===== src/rtl/cec_pkg.sv =====
package cec_pkg;
  typedef enum logic [1:0] {
    PAIR_IDLE     = 2'd0,
    PAIR_ON_HALF  = 2'd1,
    PAIR_OFF_HALF = 2'd2
  } pair_state_e;

  localparam int unsigned NUM_CODE_REGS = 2;
endpackage


===== src/rtl/cec_rst_sync.sv =====
module cec_rst_sync #(
  parameter int unsigned STAGES = 2
) (
  input  logic clk,
  input  logic rst_n,
  output logic rst_n_sync
);
  logic [STAGES-1:0] sync_q;

  always_ff @(posedge clk or negedge rst_n) begin
    if (!rst_n) begin
      sync_q <= '0;
    end else begin
      sync_q <= {sync_q[STAGES-2:0], 1'b1};
    end
  end

  assign rst_n_sync = sync_q[STAGES-1];
endmodule


===== src/rtl/cec_pair_fsm.sv =====
module cec_pair_fsm
  import cec_pkg::*;
(
  input  logic clk,
  input  logic rst_n,
  input  logic ev_setup,
  input  logic ev_on,
  input  logic ev_off,
  input  logic ev_read,
  input  logic ev_foreign,
  output logic smb_on,
  output logic setup_done
);
  pair_state_e state_q, state_d;
  logic        smb_on_q, smb_on_d;
  logic        done_q, done_d;
  logic        any_ours;
  logic        upd_en;

  // Foreign traffic is deliberately left out of the update enable.
  assign any_ours = ev_setup | ev_on | ev_off | ev_read;
  assign upd_en   = any_ours;

  always_comb begin
    state_d  = state_q;
    smb_on_d = smb_on_q;
    done_d   = done_q | ev_setup;
    if (ev_off) begin
      if (state_q == PAIR_OFF_HALF) begin
        smb_on_d = 1'b0;
        state_d  = PAIR_IDLE;
      end else begin
        state_d  = PAIR_OFF_HALF;
      end
    end else if (ev_on) begin
      if (!done_q) begin
        state_d = PAIR_IDLE;
      end else if (state_q == PAIR_ON_HALF) begin
        smb_on_d = 1'b1;
        state_d  = PAIR_IDLE;
      end else begin
        state_d  = PAIR_ON_HALF;
      end
    end else if (ev_setup || ev_read) begin
      state_d = PAIR_IDLE;
    end
  end

  always_ff @(posedge clk or negedge rst_n) begin
    if (!rst_n) begin
      state_q  <= PAIR_IDLE;
      smb_on_q <= 1'b0;
      done_q   <= 1'b0;
    end else if (upd_en) begin
      state_q  <= state_d;
      smb_on_q <= smb_on_d;
      done_q   <= done_d;
    end
  end

  assign smb_on     = smb_on_q;
  assign setup_done = done_q;
endmodule


===== src/rtl/cec_code_store.sv =====
module cec_code_store
  import cec_pkg::*;
#(
  parameter int unsigned CODE_W = 5,
  parameter int unsigned PAD_W  = 2
) (
  input  logic                      clk,
  input  logic                      rst_n,
  input  logic                      ev_setup,
  input  logic [CODE_W-1:0]         lo_code,
  input  logic [CODE_W-1:0]         hi_code,
  input  logic                      lock,
  input  logic                      sel_hi,
  input  logic                      run,
  output logic                      wr_en,
  output logic [CODE_W-1:0]         active_code,
  output logic [CODE_W+PAD_W:0]     rd_lo_byte,
  output logic [CODE_W+PAD_W:0]     rd_hi_byte
);
  logic [CODE_W-1:0] wdata [NUM_CODE_REGS];
  logic [CODE_W-1:0] regs_q [NUM_CODE_REGS];
  logic [CODE_W-1:0] regs_d [NUM_CODE_REGS];
  logic              status_bit;

  assign wr_en      = ev_setup & ~lock;
  assign wdata[0]   = lo_code;
  assign wdata[1]   = hi_code;
  assign status_bit = ~run;

  for (genvar g = 0; g < NUM_CODE_REGS; g++) begin : g_reg
    always_comb begin
      regs_d[g] = wdata[g];
    end

    always_ff @(posedge clk or negedge rst_n) begin
      if (!rst_n) begin
        regs_q[g] <= '0;
      end else if (wr_en) begin
        regs_q[g] <= regs_d[g];
      end
    end
  end

  assign active_code = sel_hi ? regs_q[1] : regs_q[0];
  assign rd_lo_byte  = {regs_q[0], status_bit, {PAD_W{1'b0}}};
  assign rd_hi_byte  = {regs_q[1], status_bit, {PAD_W{1'b0}}};
endmodule


===== src/rtl/conv_enable_ctrl.sv =====
module conv_enable_ctrl #(
  parameter int unsigned CODE_W    = 5,
  parameter int unsigned PAD_W     = 2,
  parameter int unsigned RST_STAGE = 2
) (
  input  logic                  clk,
  input  logic                  rst_n,
  input  logic                  ev_setup_i,
  input  logic                  ev_on_i,
  input  logic                  ev_off_i,
  input  logic                  ev_read_i,
  input  logic                  ev_foreign_i,
  input  logic [CODE_W-1:0]     setup_lo_code_i,
  input  logic [CODE_W-1:0]     setup_hi_code_i,
  input  logic                  vr_en_i,
  input  logic                  sel_hi_i,
  output logic                  smb_on_o,
  output logic                  conv_run_o,
  output logic                  reg_wr_en_o,
  output logic [CODE_W-1:0]     active_code_o,
  output logic [CODE_W+PAD_W:0] rd_lo_byte_o,
  output logic [CODE_W+PAD_W:0] rd_hi_byte_o
);
  logic rst_n_sync;
  logic smb_on;
  logic setup_done;
  logic run;

  cec_rst_sync #(.STAGES(RST_STAGE)) rst_i (
    .clk       (clk),
    .rst_n     (rst_n),
    .rst_n_sync(rst_n_sync)
  );

  cec_pair_fsm pair_i (
    .clk       (clk),
    .rst_n     (rst_n_sync),
    .ev_setup  (ev_setup_i),
    .ev_on     (ev_on_i),
    .ev_off    (ev_off_i),
    .ev_read   (ev_read_i),
    .ev_foreign(ev_foreign_i),
    .smb_on    (smb_on),
    .setup_done(setup_done)
  );

  assign run = smb_on & vr_en_i;

  cec_code_store #(.CODE_W(CODE_W), .PAD_W(PAD_W)) store_i (
    .clk        (clk),
    .rst_n      (rst_n_sync),
    .ev_setup   (ev_setup_i),
    .lo_code    (setup_lo_code_i),
    .hi_code    (setup_hi_code_i),
    .lock       (run),
    .sel_hi     (sel_hi_i),
    .run        (run),
    .wr_en      (reg_wr_en_o),
    .active_code(active_code_o),
    .rd_lo_byte (rd_lo_byte_o),
    .rd_hi_byte (rd_hi_byte_o)
  );

  assign smb_on_o   = smb_on;
  assign conv_run_o = run;
endmodule


===== config.mk =====
export PLATFORM = sky130hd
export DESIGN_NAME = conv_enable_ctrl
export DESIGN_NICKNAME = d
export VERILOG_FILES = /design/src/rtl/cec_pkg.sv /design/src/rtl/cec_rst_sync.sv /design/src/rtl/cec_pair_fsm.sv /design/src/rtl/cec_code_store.sv /design/src/rtl/conv_enable_ctrl.sv
export SDC_FILE = /design/constraint.sdc
export NUM_CORES = 1
export LEC_CHECK = 0
export ABC_AREA = 1
export BUFFER_PORTS_ARGS = -buffer_cell sky130_fd_sc_hd__buf_2
export CAP_MARGIN = 40
export CELL_PAD_IN_SITES_DETAIL_PLACEMENT = 0
export CELL_PAD_IN_SITES_GLOBAL_PLACEMENT = 1
export CORE_MARGIN = 1
export CORE_UTILIZATION = 29
export DETAILED_ROUTE_END_ITERATION = 7
export GPL_ROUTABILITY_DRIVEN = 0
export PLACE_DENSITY = 0.87
export SYNTH_ARGS = -nofsm -noshare
export SYNTH_HDL_FRONTEND = slang
export SYNTH_SLANG_ARGS = --single-unit

===== constraint.sdc =====
create_clock -name clk -period 1.3 [get_ports clk]
set_input_delay 0.39 -clock clk [delete_from_list [all_inputs] [get_ports clk]]
set_output_delay 0.39 -clock clk [all_outputs]
set_load 0.01 [all_outputs]

# Word-level counts from Yosys, hierarchy flattened
# Cells that the tools add are included.
# classes
n_eq_ne,3
muxes,12
bitwise,7
n_reduce_logical,7
# ops
cell,count
2-bit 2-to-1 mux,5
1-bit 2-to-1 mux,6
2-bit nonzero test,3
5-bit 2-to-1 mux,1
5-bit AND reduction,1
1-bit OR,4
3-bit nonzero test,1
1-bit AND,2
2-bit by 1-bit equality test with 1-bit output (second input constant),1
2-bit equality test (second input constant),1
2-bit by 1-bit inequality test with 1-bit output (second input constant),1
2-bit AND reduction,1
1-bit logical OR,1
1-bit inverter,1
# word_totals
reg_bits,16
in_bits,19

# Longest topological paths before layout
# depth
word_depth,5
depth_mapped,6

# Hierarchy
# Synthesis repeated with hierarchy kept, for this count alone.
# hier_totals
hier_cells,98
hier_area_um2,778.2
# modules_own_cells
mod,instances,cells_per_inst,area_each_um2
cec_code_store,1,70,535.5
cec_pair_fsm,1,23,181.4
cec_rst_sync,1,3,53.8
conv_enable_ctrl,1,2,7.5

# Worst setup path after synthesis
# No wires, ideal clock.
# synth_timing
kind,input to output
start,in sel_hi_i
end,out active_code_o[0]
arrival_time_ns,0.861
t_required_ns,0.910
setup_slack_ns,0.049
path_stages,2
cell_sequence,clkbuf_1 > o21ai_0
# synth_via
elab_chain_len,1
# synth_lines
item,line_no,rtl
from (decl),conv_enable_ctrl.sv:16,"input logic sel_hi_i,"
5-bit 2-to-1 mux,cec_code_store.sv:44,assign active_code = sel_hi ? regs_q[1] : regs_q[0];
to (decl),conv_enable_ctrl.sv:20,"output logic [CODE_W-1:0] active_code_o,"
# No other way between the ends.

# Worst setup path in the final report
# layout_timing
start,reg pair_i.smb_on_q (netlist: pair_i.smb_on)
end,out reg_wr_en_o
# layout_via
elab_chain_len,3
# layout_lines
item,line_no,rtl
from (decl),cec_pair_fsm.sv:15,"logic smb_on_q, smb_on_d;"
from (signal assigned),cec_pair_fsm.sv:56,smb_on_q <= smb_on_d;
1-bit AND,conv_enable_ctrl.sv:47,assign run = smb_on & vr_en_i;
1-bit inverter,cec_code_store.sv:25,assign wr_en = ev_setup & ~lock;
1-bit AND,cec_code_store.sv:25,
to (decl),conv_enable_ctrl.sv:19,"output logic reg_wr_en_o,"
# No other way between the ends.

==> results.sh <==
export IMPL_fp_dieW_um=53.26
export IMPL_powerDensity_nw_per_um2=1174
export IMPL_worstReg2RegStart="pair_i.smb_on"
export IMPL_avgSynthCellArea_sq_um=8.562
export IMPL_finalSetupViolations=10
export IMPL_use_met3=0.02586
export IMPL_min_path_type="register to async pin"
export IMPL_final_setup_worst_slack_ps=-78.43
export IMPL_fmax_mhz=725.5
export IMPL_pre_cts_slack_ps=53.20
export IMPL_grt_pass1_vias=497
export IMPL_layout_nets=149
export IMPL_outcome="finished with violations"
export IMPL_crit_type="register to output pin"
export IMPL_use_met2=0.1583
export IMPL_synth_cell_type_count=18
export IMPL_ys_seq_elements=16
export IMPL_grt_pass1_wl_um=2159
export IMPL_synth_most_common_cell="nand2_1"
export IMPL_numCtsBuffers=3
export IMPL_firstDrtPassIters=4
export IMPL_critical_path_max_stage_delay_ps=390
export IMPL_synthArstFlopShare=1.000
export IMPL_core_area_sq_um=2477
export IMPL_top_usage_layer="met2"
export IMPL_h_tree_depth=1
export IMPL_finalCritPeriodShare=1.060
export IMPL_ir_drop_uv=653.2
export IMPL_violations="negative setup slack"
export IMPL_max_cap_violations=0
export IMPL_critPathSlowestCell="dfrtp_1"
export IMPL_slew_headroom=0.6270
export IMPL_stdcell_count=158
export IMPL_fin_hold_ws_ps=228.6
export IMPL_initial_core_util=0.3076
export IMPL_cp_arrival_ps=990
export IMPL_ys_flop_type="dfrtp_1"
export IMPL_portBuffers=37
export IMPL_ios=43
export IMPL_ys_seq_area_frac=0.5255
export IMPL_synth_largest_area_cell="dfrtp_1"
export IMPL_cts_sinks=16
export IMPL_die_y_um=53.26
export IMPL_antenna_cells=0
export IMPL_rsz0062_at_grt="true"
export IMPL_rr_worst_depth=6
export IMPL_yosysTopAreaCellShare=0.5255
export IMPL_required_ps=910
export IMPL_vias=638
export IMPL_worst_pin_slew_ps=559.4
export IMPL_drtAntennaViolNets=0
export IMPL_die_area_sq_um=2837
export IMPL_netlist_instances=89
export IMPL_root_buffer="clkbuf_4"
export IMPL_dp_hpwl_um=1195
export IMPL_cts_tree="yes"
export IMPL_drt_iter0_markers=13
export IMPL_synth_area_leaders="dfrtp_1 (53%), nand2_1 (13%), inv_1 (6.4%), buf_4 (5.9%), o21ai_0 (5.3%)"
export IMPL_fin_worst_skew_ps=3.745
export IMPL_rrSetupSlack_ps=280
export IMPL_final_area_sq_um=1003
export IMPL_grt_max_degree=16
export IMPL_detail_route_wl_per_cell_um=9.329
export IMPL_drive_gt1_frac=0.4453
export IMPL_worstPathCellList="nand2_2, nand2_4, inv_4, buf_6"
export IMPL_start_kind="register"
export IMPL_r2r_end="store_i.rd_lo_byte[5]"
export IMPL_grt_total_usage=0.1100
export IMPL_syn_area_sq_um=762.0
export IMPL_power_total_mw=1.178
export IMPL_num_fill_cells=262
export IMPL_dp_cells=153
export IMPL_clockBufferDepth=2
export IMPL_num_rows=18
export IMPL_p_leak_nw=0.5678
export IMPL_syn2layout_area_growth_pct=31.69
export IMPL_cts_reportedPaths_clkPinSlew_ps=90
export IMPL_grt_overflow=0
export IMPL_dpl_instance_area_sq_um=947.2
export IMPL_ys_top_cells_by_count="nand2_1 (26), dfrtp_1 (16), inv_1 (13)"
export IMPL_drv_slew=0
export IMPL_antenna_found_initial=0
export IMPL_clk_latency_ps=280
export IMPL_drc_errors=0
export IMPL_finalWirelength_um=1474
export IMPL_crit_path_end_kind="output pin"
export IMPL_min_period_ps=1378
export IMPL_synth_edf_count=0
export IMPL_vias_per_cell=4.038
export IMPL_worst_path_max_fanout=4
export IMPL_synth_warnings=0
export IMPL_met1_usage=0.1522
export IMPL_hold_violations=0
-- metrics by stage --
stage / utilization / setup TNS [ps]
after floorplan: - / 0
after global placement: 0.3823 / 0
after detailed placement: 0.3823 / 0
after CTS: 0.4035 / -472.9
after global routing: 0.4051 / -966.2
final: 0.4051 / -300.6
-- area by class of cell --
| class | instances | area [sq um] | area share |
|---|---|---|---|
| well taps | 30 | 37.54 | 0.03741 |
| inverters | 14 | 55.05 | 0.05486 |
| repair buffers | 41 | 230.2 | 0.2294 |
| multi-input cells | 54 | 257.7 | 0.2569 |
| clock buffers | 3 | 22.52 | 0.02244 |
| flip-flops and latches | 16 | 400.4 | 0.3990 |
-- per-layer routing --
metal | up-vias | wire length, um
li1 | 339 | -
met1 | 273 | 678
met2 | 24 | 688
met3 | 2 | 89
met4 | 0 | 18
met5 | - | 0
-- power by group --
group	internal, mW	total, mW	switching [mW]
clock	0.108	0.253	0.145
combinational	0.147	0.326	0.179
sequential	0.554	0.599	0.0451
-- cells by family after synthesis --
kind of cell           after synthesis  synth area share
other                                2          0.009856
DFF                                 16            0.5254
buffers and inverters               22            0.1560
and+or+nand+nor                     35            0.1954
AOI/OAI and AO/OA                   14            0.1133
-- worst max-delay path by stage --
stage / startpoint / endpoint / slack, ps / cells past startpoint
5_1_grt: pair_i.smb_on / reg_wr_en_o / -150 / 4
3_3_place_gp: sel_hi_i / active_code_o[1] / 70 / 3
4_1_cts: pair_i.smb_on / reg_wr_en_o / -100 / 4
6_report: pair_i.smb_on / reg_wr_en_o / -80 / 4
2_1_floorplan: sel_hi_i / active_code_o[0] / 50 / 2
3_5_place_dp: sel_hi_i / active_code_o[1] / 50 / 3
-- cells in the final DEF, fill, tap and decap left out, drive strengths merged --
cell type    synthesis  routed
buf                  7      40
nand3                3       3
nor2                 2       2
o21ai               12      12
nand2               28      28
clkbuf               1       3
conb                 2       5
a21oi                1       1
o22ai                1       1
dfrtp               16      16
dlygate4sd3          0       1
or2                  1       1
nor3                 1       1
inv                 14      14
-- registers in the layout, summed over array words and instances, names as in the netlist --
signal              count
pair_i.setup_done       1
pair_i.smb_on           1
pair_i.state_q          2
rst_i.sync_q            2
store_i.rd_hi_byte      5
store_i.rd_lo_byte      5
-- critical path: cells and delay by family, from the launching register on --
family,cells,cell delay [ps]
DFF,1,390
and+or+nand+nor,2,180
buffers and inverters,2,140
-- what timing repair did --
action,4_1_cts,5_1_grt
pin swaps,5,0
hold endpoints to repair,2,0
setup endpoints to repair,9,10
gates resized for setup,11,2
hold buffers,1,0
buffers inserted,1,0
Note: power is estimated with default switching activity, not from simulation.
